==> config.mk <==
export PLATFORM = sky130hd
export DESIGN_NAME = prio_intc
export DESIGN_NICKNAME = d
export VERILOG_FILES = /design/src/rtl/prio_intc_pkg.sv /design/src/rtl/prio_intc_edge.sv /design/src/rtl/prio_intc_find.sv /design/src/rtl/prio_intc.sv
export SDC_FILE = /design/constraint.sdc
export NUM_CORES = 1
export LEC_CHECK = 0
export ABC_AREA = 0
export BUFFER_PORTS_ARGS = -buffer_cell sky130_fd_sc_hd__buf_2
export CAP_MARGIN = 20
export CORE_MARGIN = 5
export CORE_UTILIZATION = 33
export CTS_BUF_LIST = sky130_fd_sc_hd__clkbuf_16
export DETAILED_ROUTE_END_ITERATION = 16
export PLACE_DENSITY = 0.5
export REMOVE_ABC_BUFFERS = 1
export SYNTH_ARGS = -nofsm -noshare
export SYNTH_HDL_FRONTEND = slang
export SYNTH_SLANG_ARGS = --single-unit
==> constraint.sdc <==
create_clock -name clk -period 2.92 [get_ports clk]
set_clock_uncertainty 0.1 [all_clocks]
set_input_delay 0.292 -clock clk [delete_from_list [all_inputs] [get_ports clk]]
set_output_delay 0.292 -clock clk [all_outputs]
set_load 0.005 [all_outputs]
==> src/rtl/prio_intc_pkg.sv <==
package prio_intc_pkg;
  localparam int LINES   = 8;
  localparam int DATA_W  = 8;
  localparam int IDX_W   = $clog2(LINES);
  localparam logic [DATA_W-1:0] CMD_EOI  = 8'h20;
  localparam logic [DATA_W-1:0] CMD_BASE = 8'h11;
  localparam logic PORT_CMD  = 1'b0;
  localparam logic PORT_DATA = 1'b1;
  typedef logic [LINES-1:0] line_vec_t;
  typedef logic [IDX_W-1:0] line_idx_t;
endpackage

==> src/rtl/prio_intc_edge.sv <==
module prio_intc_edge #(
  parameter int N = 8
) (
  input  logic         clk,
  input  logic         rst_n,
  input  logic [N-1:0] async_in,
  output logic [N-1:0] rise_out
);
  genvar g;
  generate
    for (g = 0; g < N; g++) begin : g_line
      logic meta_q, sync_q, prev_q;
      always_ff @(posedge clk or negedge rst_n) begin
        if (!rst_n) begin
          meta_q <= 1'b0;
          sync_q <= 1'b0;
          prev_q <= 1'b0;
        end else begin
          meta_q <= async_in[g];
          sync_q <= meta_q;
          prev_q <= sync_q;
        end
      end
      assign rise_out[g] = sync_q & ~prev_q;
    end
  endgenerate
endmodule

==> src/rtl/prio_intc_find.sv <==
module prio_intc_find #(
  parameter int N     = 8,
  localparam int IW   = $clog2(N)
) (
  input  logic [N-1:0]  vec_in,
  output logic          found,
  output logic [IW-1:0] idx
);
  always_comb begin
    found = 1'b0;
    idx   = '0;
    for (int i = N - 1; i >= 0; i--) begin
      if (vec_in[i]) begin
        found = 1'b1;
        idx   = IW'(i);
      end
    end
  end
endmodule

==> src/rtl/prio_intc.sv <==
module prio_intc
  import prio_intc_pkg::*;
(
  input  logic              clk,
  input  logic              rst_n,
  input  logic [LINES-1:0]  irq_in,
  input  logic              bus_cs,
  input  logic              bus_wr,
  input  logic              bus_rd,
  input  logic              bus_addr,
  input  logic [DATA_W-1:0] bus_wdata,
  output logic [DATA_W-1:0] bus_rdata,
  input  logic              inta,
  output logic              int_out
);
  // reset: asserted asynchronously, released on a clock edge
  logic rst_meta_q, rst_sync_n;
  always_ff @(posedge clk or negedge rst_n) begin
    if (!rst_n) begin
      rst_meta_q <= 1'b0;
      rst_sync_n <= 1'b0;
    end else begin
      rst_meta_q <= 1'b1;
      rst_sync_n <= rst_meta_q;
    end
  end

  line_vec_t            irr_q, irr_d, isr_q, isr_d, mask_q, mask_d, rise;
  logic [DATA_W-1:0]    base_q, base_d;
  logic                 arm_q, arm_d;
  logic                 req_found, isr_found;
  line_idx_t            req_idx, isr_idx;
  logic                 cmd_wr, data_wr, eoi_hit, ack_take;
  logic                 mask_en, base_en;

  prio_intc_edge #(.N(LINES)) u_edge (
    .clk(clk), .rst_n(rst_sync_n), .async_in(irq_in), .rise_out(rise)
  );

  prio_intc_find #(.N(LINES)) u_find_req (
    .vec_in(irr_q & ~mask_q), .found(req_found), .idx(req_idx)
  );

  prio_intc_find #(.N(LINES)) u_find_isr (
    .vec_in(isr_q), .found(isr_found), .idx(isr_idx)
  );

  assign int_out  = req_found && (!isr_found || (req_idx < isr_idx));
  assign cmd_wr   = bus_cs && bus_wr && (bus_addr == PORT_CMD);
  assign data_wr  = bus_cs && bus_wr && (bus_addr == PORT_DATA);
  assign eoi_hit  = cmd_wr && (bus_wdata == CMD_EOI);
  assign ack_take = inta && int_out;
  assign mask_en  = data_wr && !arm_q;
  assign base_en  = data_wr && arm_q;

  // next-state
  always_comb begin
    irr_d = irr_q;
    isr_d = isr_q;
    if (eoi_hit && isr_found) isr_d[isr_idx] = 1'b0;
    if (ack_take) begin
      isr_d[req_idx] = 1'b1;
      irr_d[req_idx] = 1'b0;
    end
    irr_d = irr_d | rise;

    mask_d = mask_en ? bus_wdata : mask_q;
    base_d = base_en ? {bus_wdata[DATA_W-1:IDX_W], {IDX_W{1'b0}}} : base_q;

    arm_d = arm_q;
    if (cmd_wr)       arm_d = (bus_wdata == CMD_BASE);
    else if (base_en) arm_d = 1'b0;
  end

  // registers
  always_ff @(posedge clk or negedge rst_sync_n) begin
    if (!rst_sync_n) begin
      irr_q  <= '0;
      isr_q  <= '0;
      mask_q <= '1;
      base_q <= '0;
      arm_q  <= 1'b0;
    end else begin
      irr_q <= irr_d;
      isr_q <= isr_d;
      arm_q <= arm_d;
      if (mask_en) mask_q <= mask_d;
      if (base_en) base_q <= base_d;
    end
  end

  // read / vector path
  always_comb begin
    if (inta)
      bus_rdata = base_q + DATA_W'(int_out ? req_idx : line_idx_t'(LINES - 1));
    else if (bus_cs && bus_rd && (bus_addr == PORT_DATA))
      bus_rdata = mask_q;
    else
      bus_rdata = '0;
  end
endmodule

== Word level (Yosys, flattened, before mapping) ==
Index checks and enable logic that the tools add are counted.
Word-level totals
  word-level logic and storage cells: 125
  flip-flop bits (word level): 56
Operators by class
  equality and inequality tests: 2
  add/subtract/negate cells: 1
  order comparisons: 5
  bitwise logic cells: 25
  multiplexer cells: 44
  reductions and logical operators: 17
Operator list (number)
  2-to-1 mux 3 bit: 17
  2-to-1 mux 8 bit: 5
  bitwise AND 8 bit: 3
  NOT 8 bit: 3
  2-to-1 mux 1 bit: 20
  OR 8 bit: 2
  logical AND 1 bit: 13
  NOT 1 bit: 9
  adder 8 x 3 -> 8 bit: 1
  bitwise AND 1 bit: 8
  equality test 8 x 5 -> 1 bit, second input constant: 1
  equality test 8 x 6 -> 1 bit, second input constant: 1
  < comparator 3 x 4 -> 1 bit, second input constant: 2
  demux 1 bit (select 3 bit): 2
  greater-or-equal comparator 3 x 1 -> 1 bit, second input constant: 2
  < comparator 3 bit: 1
  logical NOT 1 bit: 2
  nonzero test 2 bit: 1
  logical OR 1 bit: 1

== Depth between registers and ports, before layout ==
  depth after elaboration: 18
  depth in mapped cells: 9
  depth with buffers taken out: 9

== Hierarchy ==
From an unflattened synthesis, not the netlist that was laid out.
Second synthesis, totals
  cell total of the unflattened synthesis: 220
  area total of the unflattened synthesis: 2484.9 sq um
By module, submodules not included
  prio_intc: times used 1, cells an instance 162, seq. area each 810.8 sq um, area each 1614.0 sq um
  prio_intc_edge: times used 1, cells an instance 32, seq. area each 600.6 sq um, area each 710.7 sq um
  prio_intc_find: times used 2, cells an instance 13, seq. area each 0.0 sq um, area each 80.1 sq um

== Worst setup path before layout ==
OpenSTA, ideal clock, no wires.
  path type: register to output
  start point: reg mask_q[6]
  end point: out bus_rdata[0]
  cell stages (with the launch flop): 9
  arrival time: 2.215 ns
  setup slack: 0.313 ns
  cell sequence: dfstp_2 -> nand2b_1 -> nor4bb_1 -> nor2_1 -> ha_1 -> a21oi_1 -> a21bo_2 -> a211oi_1 -> mux2i_1
On the way
  cells in the longest elaborated chain, start to end: 15
  elaborated cells between the ends (all ways): 22
Ends and longest elaborated chain
  start: declaration: RTL line prio_intc.sv:28  | line_vec_t irr_q, irr_d, isr_q, isr_d, mask_q, mask_d, rise;
  start signal: assignment: RTL line prio_intc.sv:87  | if (mask_en) mask_q <= mask_d;
  NOT 8 bit *: RTL line prio_intc.sv:41  | .vec_in(irr_q & ~mask_q), .found(req_found), .idx(req_idx)
  bitwise AND 8 bit *: RTL line prio_intc.sv:41
  2-to-1 mux 3 bit (7 in a row): RTL line prio_intc_find.sv:13  | if (vec_in[i]) begin
  < comparator 3 bit: RTL line prio_intc.sv:48  | assign int_out = req_found && (!isr_found || (req_idx < isr_idx));
  logical OR 1 bit: RTL line prio_intc.sv:48
  logical AND 1 bit: RTL line prio_intc.sv:48
  2-to-1 mux 3 bit *: RTL line prio_intc.sv:95  | bus_rdata = base_q + DATA_W'(int_out ? req_idx : line_idx_t'(LINES - 1));
  adder 8 x 3 -> 8 bit *: RTL line prio_intc.sv:95
  2-to-1 mux 8 bit *: RTL line prio_intc.sv:94  | if (inta)
  end: declaration: RTL line prio_intc.sv:12  | output logic [DATA_W-1:0] bus_rdata,
Every way passes the cells marked *; elsewhere a longest branch is shown, timed or not.

== Final worst setup path ==
  start point: reg mask_q[0]
  end point: out bus_rdata[0]
On the way
  cells in the longest elaborated chain, start to end: 9
  elaborated cells between the ends (all ways): 11
Ends and longest elaborated chain (RTL line)
  NOT 8 bit: prio_intc.sv:41
  bitwise AND 8 bit: prio_intc.sv:41
  2-to-1 mux 3 bit: prio_intc_find.sv:13
  < comparator 3 bit: prio_intc.sv:48
  logical OR 1 bit: prio_intc.sv:48
  logical AND 1 bit: prio_intc.sv:48
  2-to-1 mux 3 bit: prio_intc.sv:95
  adder 8 x 3 -> 8 bit: prio_intc.sv:95
  2-to-1 mux 8 bit *: prio_intc.sv:94
Marks and branches as above.

==> results by stage <==
Cells and area:
- In the final layout, the share of cells above drive strength 1 is 0.426.
- In the final layout, the multi-input gates occupy 1120 um2.
- The repair_antennas step left the layout with diodes totalling 0.
- The number of filler instances in the final layout is 709.
- The area growth from synthesis to final layout is 33.4%.
- The sequential cells in the finished layout cover a total of 1420 um2.
- The net count of the finished layout is 294.

Synthesis:
- A synthesized cell averages 11.6 um2.
- The library cell with the largest summed area after synthesis is dfrtp_1.
- Sorting the synthesized cells by area gives the leading types as dfrtp_1 (49%), dfstp_2 (8.6%), mux2_2 (6.0%).
- The dominant cell by count in the synthesized netlist is dfrtp_1.
- The fraction of synthesized cell area taken by the top area cell type is 0.493.
- In the synthesized netlist the dominant register cell turns out to be dfrtp_1.
- The share of the Yosys chip area taken by registers is 0.580.
- In the synthesized netlist, the cells that appear most often are dfrtp_1 (48), nand2_1 (23), mux2_2 (13).
- Synthesis inferred 56 register bits.
- The number of different library cells used by synthesis comes to 42.
- The cell count after synthesis came out at 209.
- The share of flip-flops with an asynchronous set or reset is 1.00.
- The netlist area before placement is 2430 um2.
- The number of warnings printed during yosys synthesis is 0.
- In this run, synthesis inferred 0 flip-flops with an integrated enable.

Die:
- The area inside the core boundary is 7210 um2.
- The die covers 9200 um2.
- The horizontal die dimension is 95.9 um.
- The initial core utilization is 0.337.
- During I/O placement, the number of pins put on the boundary was 32.
- The die span in y is 95.9 um.
- After floorplanning, the core was divided into 31 placement rows.

GRT:
- The via count of the first global-routing pass was 1780.
- The number of antenna violations at the first check in global routing is 0.
- Entering global routing, the biggest net connects 36 pins.
- The overflow left after global routing is 0.
- The wire length of the first global-routing pass is 8.79 mm.
- The overall global routing resource usage is 0.125.

Routing:
- For this run, the detailed router's first-pass iteration total came to 5.
- The number of nets with antenna violations after detailed routing is 0.
- The average routed wire per standard cell is 14.9 um.
- In the routed layout, each cell is associated on average with a via count of 4.72.
- For this run, design rule violations remaining after detail routing come to 0.
- Summing over every cut layer, the via total after detailed routing is 1743.
- The detailed-route wire length is 5.51 mm.
- The detailed router's first-iteration violation count is 87.

Power:
- The analysis attributes to cell leakage a power of 1.49 nW.
- Of the total power, combinational logic draws 0.318.
- Of the total power, the share spent switching nets is 0.320.
- The total internal power is 1.71 mW.
- The maximum vdd drop is 0.000278 V.
- Of the total power, registers draw 0.406.
- The net switching power figure is 0.804 mW.
- Of the total power, the clock network draws 0.275.
- The power density over cell area is 773 nW/um2.

Flow run:
- Across the run, the number of max-cap violations was 0.

Setup path:
- For this run, the slowest stage of the critical path takes 590 ps.
- For the worst setup path, the data required time is 2530 ps.
- The data arrival time at the worst-slack endpoint is 2470 ps.
- The worst setup path is launched from a register.
- The top cell family by delay on the critical path is compound AO/OA/AOI/OAI gates.
- STA classifies the critical path endpoint as a primary output.
- The number of buffers and inverters on the critical path is 1.
- Walking the worst path, the cells encountered are nor2b_2, nor2_4, nand2_2, nor2_2, ha_4, a21oi_2, a21bo_4, a211oi_2, mux2i_1, buf_2.
- The critical setup path kind is register to primary output.
- The maximum fanout along the worst path is 4.
- On the critical path, the stage with the largest delay is an instance of dfstp_2.

Hold path:
- The tightest min-delay check is of the input port to register type.

Placed design:
- The worst setup slack before clock tree synthesis is 76.6 ps.
- Once detailed placement completed, the half-perimeter wirelength came to 3.93 mm.
- The final weighted congestion in routability-driven placement is 0.797.
- In this run the tool buffered the top-level ports with 31 buffer cells.

Timing:
- Dividing the final minimum period by the clock period gives 0.979.
- The minimum setup slack in the final design is 61.9 ps.
- The setup TNS is 0 ps.
- The setup-violating endpoint count in the final report is 0.
- The highest achievable clock rate is 0.350 GHz.
- The final hold violation count was 0.
- The max-slew violation total from the final report is 0.
- Setup repair after global routing could not meet its margin everywhere.
- The shortest clock period the worst path allows after layout is 2860 ps.

CTS:
- The number of buffers created by CTS is 5.
- For the worst-skew pair, the clock arrives at the later sink with an insertion delay of 290 ps.
- The clock-pin transition on the worst setup and hold timing paths is 70 ps.
- The number of buffers between clock root and the deepest sink is 2.
- The cell sitting at the root of the clock tree is a clkbuf_16.
- The tree built by TritonCTS fans out to 56 sinks.
- The H-tree was split into 2 levels.
- TritonCTS built the clock tree.

Run status:
- The flow ran to the end, and the final reports show no timing, DRC or antenna violations.
## power by group through the flow
stage / Clock (mW) / Combinational, mW / Sequential, mW
2_1_floorplan: 0 / 0.372 / 0.994
3_3_place_gp: 0 / 0.591 / 1.00
3_5_place_dp: 0 / 0.591 / 1.01
4_1_cts: 0.713 / 0.635 / 1.00
5_1_grt: 0.744 / 0.875 / 1.04
6_report: 0.691 / 0.799 / 1.02
## worst paths after layout
check	startpoint	to	slack [ps]	depth (start not counted)
min reg2reg	rst_sync_n	u_edge.g_line[7].meta_q	110	0
max	mask_q[0]	bus_rdata[0]	60	10
max reg2reg	mask_q[7]	irr_q[4]	370	10
min in group asynchronous	rst_sync_n	u_edge.g_line[7].meta_q	110	0
min	irq_in[0]	u_edge.g_line[0].meta_q	5	1
max in group asynchronous	rst_sync_n	mask_q[0]	1780	1
## routing by layer
metal | part of all wire | track usage
met2 | 0.49 | 0.196
met1 | 0.47 | 0.172
met3 | 0.027 | 0.0235
met5 | 0 | 0
met4 | 0.017 | 0.0498
## worst register-to-register path: cells and delay by family, from the launching register on
kind / cells / cell delay (ps)
compound gates: 6 / 1180
flops: 1 / 550
buf+inv: 2 / 200
fa+ha+maj: 1 / 280
simple gates: 1 / 130
## layout make-up
cell class	instances	area share
sequential	56	0.436
multi-input combinational	137	0.345
timing repair buffer	57	0.114
clock buffer	5	0.0385
tap	99	0.0382
clock inverter	3	0.0143
inverter	12	0.0139
## state kept, by name (all words and copies together) (netlist names)
register              cells
u_edge.g_line.meta_q      8
base_q                    5
rst_sync_n                1
u_edge.g_line.sync_q      8
u_edge.g_line.prev_q      8
rst_meta_q                1
mask_q                    8
irr_q                     8
arm_q                     1
isr_q                     8
## per-stage QoR
stage	utilization	std cells	area [um2]	hold WS [ps]	power, mW
floorplan	-	205	2410	-104	1.37
global placement	0.379	341	2740	-21.1	1.60
detailed placement	0.379	341	2740	-19.2	1.60
CTS	0.419	356	3020	0.00366	2.35
global route	0.450	369	3250	7.54	2.66
finish	0.450	369	3250	4.65	2.51
## kinds of logic after synthesis
family,synth area share
and+or+nand+nor,0.172
DFF,0.580
AOI/OAI and AO/OA,0.144
buffers and inverters,0.0277
muxes,0.0642
adders and majority gates,0.0103
other,0.00154
## what timing repair did
action / in CTS / in global routing
hold buffers: 6 / 2
hold endpoints to repair: 7 / 2
setup buffers: 1 / 11
resized for setup: 11 / 24
cloned: 0 / 0
setup endpoints to repair: 4 / 4
pin swaps: 3 / 12
## placed cells by master, fill, tap and decap left out, drive strengths merged, types with 2 or more instances in the layout
cell	count
ha	2
dfstp	8
o41ai	4
nor3	2
nand2	23
dlygate4sd3	8
dfrtp	48
o31ai	3
a31oi	2
mux2	13
and3	2
clkbuf	5
o21a	2
nand2b	6
nand4	5
nor2b	10
inv	13
a211oi	2
a22o	5
nor4	3
nand3	3
a221o	2
nor2	7
buf	49
a21oi	6
nand3b	3
o21ai	16
and2	4
No activity file was read; power rests on OpenSTA's default activity.
